### src/rtl/blkout_pkg.sv
package blkout_pkg;
    typedef enum logic [2:0] {
        PH_FETCH  = 3'd0,
        PH_DECODE = 3'd1,
        PH_MEMRD  = 3'd2,
        PH_IOWR   = 3'd3,
        PH_TAIL   = 3'd4
    } phase_e;

    function automatic int unsigned max5(int unsigned a, int unsigned b, int unsigned c,
                                         int unsigned d, int unsigned e);
        int unsigned m;
        m = a;
        if (b > m) m = b;
        if (c > m) m = c;
        if (d > m) m = d;
        if (e > m) m = e;
        return m;
    endfunction
endpackage

### src/rtl/blkout_phase_timer.sv
module blkout_phase_timer
    import blkout_pkg::*;
#(
    parameter int unsigned LEN_FETCH  = 4,
    parameter int unsigned LEN_DECODE = 5,
    parameter int unsigned LEN_MEMRD  = 3,
    parameter int unsigned LEN_IOWR   = 4,
    parameter int unsigned LEN_TAIL   = 5
) (
    input  logic   clk,
    input  logic   rst_n,
    input  logic   run,
    input  logic   skip_tail,
    output phase_e phase,
    output logic   tick_first,
    output logic   phase_last,
    output logic   pass_end
);
    localparam int unsigned MAXLEN = max5(LEN_FETCH, LEN_DECODE, LEN_MEMRD, LEN_IOWR, LEN_TAIL);
    localparam int unsigned TKW    = $clog2(MAXLEN + 1);

    typedef struct packed {
        phase_e         ph;
        logic [TKW-1:0] tk;
    } tmr_t;

    tmr_t s_d, s_q;
    logic [TKW-1:0] len_m1;

    always_comb begin
        case (s_q.ph)
            PH_FETCH:  len_m1 = TKW'(LEN_FETCH - 1);
            PH_DECODE: len_m1 = TKW'(LEN_DECODE - 1);
            PH_MEMRD:  len_m1 = TKW'(LEN_MEMRD - 1);
            PH_IOWR:   len_m1 = TKW'(LEN_IOWR - 1);
            PH_TAIL:   len_m1 = TKW'(LEN_TAIL - 1);
            default:   len_m1 = '0;
        endcase
    end

    assign phase      = s_q.ph;
    assign tick_first = run && (s_q.tk == '0);
    assign phase_last = run && (s_q.tk == len_m1);
    assign pass_end   = phase_last && ((s_q.ph == PH_TAIL) || ((s_q.ph == PH_IOWR) && skip_tail));

    always_comb begin
        s_d = s_q;
        if (!run) begin
            s_d.ph = PH_FETCH;
            s_d.tk = '0;
        end else if (phase_last) begin
            s_d.tk = '0;
            if (pass_end) begin
                s_d.ph = PH_FETCH;
            end else begin
                case (s_q.ph)
                    PH_FETCH:  s_d.ph = PH_DECODE;
                    PH_DECODE: s_d.ph = PH_MEMRD;
                    PH_MEMRD:  s_d.ph = PH_IOWR;
                    PH_IOWR:   s_d.ph = PH_TAIL;
                    default:   s_d.ph = PH_FETCH;
                endcase
            end
        end else begin
            s_d.tk = s_q.tk + 1'b1;
        end
    end

    always_ff @(posedge clk or negedge rst_n) begin
        if (!rst_n) begin
            s_q.ph <= PH_FETCH;
            s_q.tk <= '0;
        end else begin
            s_q <= s_d;
        end
    end
endmodule

### src/rtl/blkout_regs.sv
module blkout_regs #(
    parameter int unsigned AW = 16,
    parameter int unsigned CW = 8,
    parameter int unsigned PW = 8,
    parameter int unsigned DW = 8
) (
    input  logic          clk,
    input  logic          rst_n,
    input  logic          load,
    input  logic [AW-1:0] ld_ptr,
    input  logic [CW-1:0] ld_cnt,
    input  logic [PW-1:0] ld_port,
    input  logic          capture,
    input  logic [DW-1:0] rdata,
    input  logic          dec_cnt,
    input  logic          dec_ptr,
    output logic [AW-1:0] ptr,
    output logic [CW-1:0] cnt,
    output logic [PW-1:0] port,
    output logic [DW-1:0] hold
);
    typedef struct packed {
        logic [AW-1:0] ptr;
        logic [CW-1:0] cnt;
        logic [PW-1:0] port;
        logic [DW-1:0] hold;
    } regs_t;

    regs_t r_d, r_q;

    always_comb begin
        r_d = r_q;
        if (load) begin
            r_d.ptr  = ld_ptr;
            r_d.cnt  = ld_cnt;
            r_d.port = ld_port;
        end else begin
            if (capture) r_d.hold = rdata;
            if (dec_cnt) r_d.cnt  = r_q.cnt - 1'b1;
            if (dec_ptr) r_d.ptr  = r_q.ptr - 1'b1;
        end
    end

    always_ff @(posedge clk or negedge rst_n) begin
        if (!rst_n) r_q <= '0;
        else        r_q <= r_d;
    end

    assign ptr  = r_q.ptr;
    assign cnt  = r_q.cnt;
    assign port = r_q.port;
    assign hold = r_q.hold;
endmodule

### src/rtl/blkout_seq.sv
module blkout_seq
    import blkout_pkg::*;
#(
    parameter int unsigned AW         = 16,
    parameter int unsigned CW         = 8,
    parameter int unsigned PW         = 8,
    parameter int unsigned DW         = 8,
    parameter int unsigned LEN_FETCH  = 4,
    parameter int unsigned LEN_DECODE = 5,
    parameter int unsigned LEN_MEMRD  = 3,
    parameter int unsigned LEN_IOWR   = 4,
    parameter int unsigned LEN_TAIL   = 5
) (
    input  logic             clk,
    input  logic             rst_n,
    input  logic             start,
    input  logic [AW-1:0]    ld_ptr,
    input  logic [CW-1:0]    ld_cnt,
    input  logic [PW-1:0]    ld_port,
    output logic [AW-1:0]    mem_addr,
    output logic             mem_rd,
    input  logic [DW-1:0]    mem_rdata,
    output logic [CW+PW-1:0] io_addr,
    output logic [DW-1:0]    io_wdata,
    output logic             io_wr,
    output logic             rpt_pulse,
    output logic             busy,
    output logic             done,
    output logic [AW-1:0]    ptr_out,
    output logic [CW-1:0]    cnt_out
);
    typedef struct packed {
        logic busy;
        logic done;
    } ctl_t;

    ctl_t   c_d, c_q;
    phase_e phase;
    logic   tick_first, phase_last, pass_end;
    logic   accept, cnt_zero, capture, dec_ptr;
    logic [AW-1:0] ptr;
    logic [CW-1:0] cnt;
    logic [PW-1:0] port;
    logic [DW-1:0] hold;

    assign accept   = start && !c_q.busy;
    assign cnt_zero = (cnt == '0);
    assign capture  = c_q.busy && (phase == PH_MEMRD) && phase_last;
    assign dec_ptr  = c_q.busy && (phase == PH_IOWR) && phase_last;

    blkout_phase_timer #(
        .LEN_FETCH (LEN_FETCH),
        .LEN_DECODE(LEN_DECODE),
        .LEN_MEMRD (LEN_MEMRD),
        .LEN_IOWR  (LEN_IOWR),
        .LEN_TAIL  (LEN_TAIL)
    ) i_timer (
        .clk       (clk),
        .rst_n     (rst_n),
        .run       (c_q.busy),
        .skip_tail (cnt_zero),
        .phase     (phase),
        .tick_first(tick_first),
        .phase_last(phase_last),
        .pass_end  (pass_end)
    );

    blkout_regs #(
        .AW(AW), .CW(CW), .PW(PW), .DW(DW)
    ) i_regs (
        .clk    (clk),
        .rst_n  (rst_n),
        .load   (accept),
        .ld_ptr (ld_ptr),
        .ld_cnt (ld_cnt),
        .ld_port(ld_port),
        .capture(capture),
        .rdata  (mem_rdata),
        .dec_cnt(capture),
        .dec_ptr(dec_ptr),
        .ptr    (ptr),
        .cnt    (cnt),
        .port   (port),
        .hold   (hold)
    );

    always_comb begin
        c_d = c_q;
        if (accept) begin
            c_d.busy = 1'b1;
            c_d.done = 1'b0;
        end else if (pass_end && cnt_zero) begin
            c_d.busy = 1'b0;
            c_d.done = 1'b1;
        end
    end

    always_ff @(posedge clk or negedge rst_n) begin
        if (!rst_n) c_q <= '0;
        else        c_q <= c_d;
    end

    assign mem_addr  = ptr;
    assign mem_rd    = c_q.busy && (phase == PH_MEMRD) && tick_first;
    assign io_addr   = {cnt, port};
    assign io_wdata  = hold;
    assign io_wr     = dec_ptr;
    assign rpt_pulse = pass_end;
    assign busy      = c_q.busy;
    assign done      = c_q.done;
    assign ptr_out   = ptr;
    assign cnt_out   = cnt;
endmodule

### config.mk
export PLATFORM = sky130hd
export DESIGN_NAME = blkout_seq
export DESIGN_NICKNAME = d
export VERILOG_FILES = /design/src/rtl/blkout_pkg.sv /design/src/rtl/blkout_phase_timer.sv /design/src/rtl/blkout_regs.sv /design/src/rtl/blkout_seq.sv
export SDC_FILE = /design/constraint.sdc
export NUM_CORES = 1
export LEC_CHECK = 0
export ABC_AREA = 1
export BUFFER_PORTS_ARGS = -buffer_cell sky130_fd_sc_hd__buf_2
export CORE_ASPECT_RATIO = 1.2
export CORE_MARGIN = 4
export CORE_UTILIZATION = 50
export CTS_CLUSTER_DIAMETER = 60
export DETAILED_ROUTE_END_ITERATION = 6
export GPL_TIMING_DRIVEN = 0
export PLACE_DENSITY = 0.91
export SYNTH_ARGS = -nofsm -noshare
export SYNTH_HDL_FRONTEND = slang
export SYNTH_SLANG_ARGS = --single-unit
### constraint.sdc
create_clock -name clk -period 2 [get_ports clk]
set_input_delay 0.3 -clock clk [delete_from_list [all_inputs] [get_ports clk]]
set_output_delay 0.3 -clock clk [all_outputs]
set_load 0.005 [all_outputs]
==> metrics.cfg <==
[synth]
yosys_warnings = 0
ys_ff_latch = 48
yosys.area.top_type = dfrtp_1
seq_area_frac_synth_pct = 39.0
synth_nets = 497
syn_area_sq_mm = 0.00308
syn_avg_cell_area_sq_um = 6.86
synth.distinct_cells = 30
yosysTopAreaCellShare_pct = 39.0
synth_area_leaders = dfrtp_1, nand2_1, nand3_1
synthCells = 449

[drt]
ant_nets = 0
dr_total_vias = 3443
wl_per_cell_um = 13.5
via_per_inst = 5.15
drcViolationCount = 0
first_pass_iters = 5
detail_route.iter0.violations = 206
wl_um = 9020

[sta]
rsz0062_at_grt = true
worst_pin_slew_ns = 1.04
fmax_ghz = 0.497
setup_viol = 1
hold_viol_final = 0
max_slew_margin_pct = 30.6
final.setup.tns_ns = -0.0102
period_minus_slack_ns = 2.01
slew_viol_final = 0
setup_slack_ns = -0.0102
min_period_over_period_pct = 101
skew_ns = 0.00866
hold_ws_ns = 0.175

[pwr]
power_leakage_nw = 2.40
p_total_w = 0.00176
p_sw_w = 0.000372
powerDensity_mw_per_mm2 = 430
sw_frac_of_total_pct = 21.2
p_seq_share_pct = 55.9
vdd_drop_max_mv = 0.370
p_clk_share_pct = 39.8
p_int_w = 0.00138
combinationalPowerShare_pct = 4.2

[status]
status = complete, but fails checks
violations = setup timing

[place]
dp_hpwl_um = 6340
gp_congestion = 0.928
portBuffers = 111
place_ws_ns = 0.129
dp.cells = 642

[finish]
n_fill_cell = 504
syn_to_final_growth_pct = 32.7
diodes = 0
fin_nets = 634
layout.cells.non_filler = 669
drive_gt1_share_pct = 35.9

[global_route]
grt_max_degree = 49
grt_use_total_pct = 23.8
grt_pass1_vias = 3230
grt_pass1_wl_um = 14200
antenna_found_initial = 0
grt-ovfl-total = 0

[die]
rows = 31
die_area_sq_mm = 0.00749
die_height_um = 94.0
boundaryPins = 112
dieWidth_um = 79.7
coreArea_sq_mm = 0.00601
start_util_pct = 51.2

[worst_setup_path]
crit_type = reg -> out
path_cells = inv_2, nand2_2, nand2_1, nand2_2, nand2_2, nor2_4, nand2_4, nor2_4, inv_2, nor2_2, buf_2
end_kind = primary output
crit_buf_inv = 3
critPathRequiredTime_ns = 1.70
cp-start-kind = flip-flop
cp_top_family = simple AND/OR/NAND/NOR gates
crit_top_cell = nand2_2
cp.arrival_ns = 1.71
cp_max_fo = 4
max_stage_delay_ns = 0.43
slowest_stage = dfrtp_1

[clock_tree]
clk_pin_slew_ns = 0.09
clock_latency_ns = 0.30
cts_root_buf = clkbuf_8
cts_made_buffers = 5
clock-sinks = 48
cts_max_level = 2
cts.path.max_buffers = 2
postCtsHoldBufs = 0
cts_tree = done

[min_path]
holdCritPathClass = in -> async

[flow_run]
cap_violations = 0

-- power groups by stage --
stage | clock [W] | combinational [W] | sequential, W
global route | 0.000759 | 0.0000859 | 0.000983
finish | 0.000700 | 0.0000744 | 0.000982
detailed placement | 0 | 0.0000766 | 0.00100
CTS | 0.000716 | 0.0000765 | 0.000982
floorplan | 0 | 0.00000597 | 0.00100
global placement | 0 | 0.0000759 | 0.00100
-- path summary, 6_finish.rpt --
path | to | slack [ns] | from | depth (start not counted)
min reg2reg | i_regs.hold[5] | 0.47 | i_regs.hold[5] | 2
min in group clk | i_regs.port[4] | 0.18 | ld_port[4] | 3
max reg2reg | i_regs.cnt[1] | 0.08 | busy | 8
min | i_regs.ptr[3] | 0.17 | rst_n | 1
max | rpt_pulse | -0.01 | i_timer.phase[0] | 11
max in group asynchronous | i_regs.cnt[2] | 1.10 | rst_n | 1
-- cell usage after synthesis, drive strengths merged --
library cell  instances
nor2                 35
nand3b                1
nand3                60
nor4                  1
nor3                  3
nand4                 6
nand2               179
clkbuf                5
xnor2                 3
and2                  1
dfrtp                48
a31oi                 1
xor2                  3
inv                  36
or2                   3
a21oi                 5
o31ai                 1
buf                  34
o21ai                19
ha                    5
-- sequential cells by signal, summed over array words and instances, names as in the netlist --
| register | flops |
|---|---|
| busy | 1 |
| i_timer.phase | 3 |
| i_regs.cnt | 8 |
| i_regs.port | 8 |
| i_regs.ptr | 16 |
| done | 1 |
| i_timer.s_q | 3 |
| i_regs.hold | 8 |
-- what timing repair did --
action                     4_1_cts  5_1_grt
setup endpoints to repair        3        6
setup buffers                    8       12
gates resized for setup         18       16
pin swaps                        4        8
-- cells in the final DEF (no fill, tap or decap), drive strengths merged, types with 2 or more instances in the layout --
cell type	instances
nand4	6
nand3	60
or2	3
inv	35
dfrtp	48
nor2	35
clkinvlp	2
xor2	3
o21ai	19
a21oi	5
xnor2	3
ha	5
nand2	179
clkbuf	9
nor3	3
buf	165
-- kinds of logic after synthesis --
family                   Yosys count  synth area share, %
AND/OR/NAND/NOR                  289                 40.3
adder cells (fa/ha/maj)            5                 2.03
XOR/XNOR                           6                 1.71
flip-flops                        48                 39.0
buffers and inverters             75                 12.7
AO/OA/AOI/OAI                     26                 4.35
-- per-stage QoR --
step | cell area, sq um | util, %
2_1_floorplan | 3080 | -
3_3_place_gp | 3740 | 62.2
3_5_place_dp | 3740 | 62.2
4_1_cts | 3950 | 65.8
5_1_grt | 4090 | 68.0
6_report | 4090 | 68.0
-- routing by layer --
layer,part of all wire (%),up-vias,track usage (%),routed length (um)
met1,37,1572,27.1,3350
li1,-,1667,-,-
met3,9.7,24,4.80,875
met4,1.9,0,7.31,172
met5,0,-,0,0
met2,51,180,43.8,4620
-- layout make-up --
class / count / area [sq um] / share of cell area (%)
Buffer: 38 / 258 / 6.31
Clock buffer: 5 / 68.8 / 1.68
Clock inverter: 3 / 42.5 / 1.04
Inverter: 36 / 141 / 3.46
Multi-Input combinational cell: 326 / 1560 / 38.0
Sequential cell: 48 / 1200 / 29.4
Tap cell: 82 / 103 / 2.51
Timing Repair Buffer: 131 / 716 / 17.5
No activity file was read; power rests on OpenSTA's default activity.
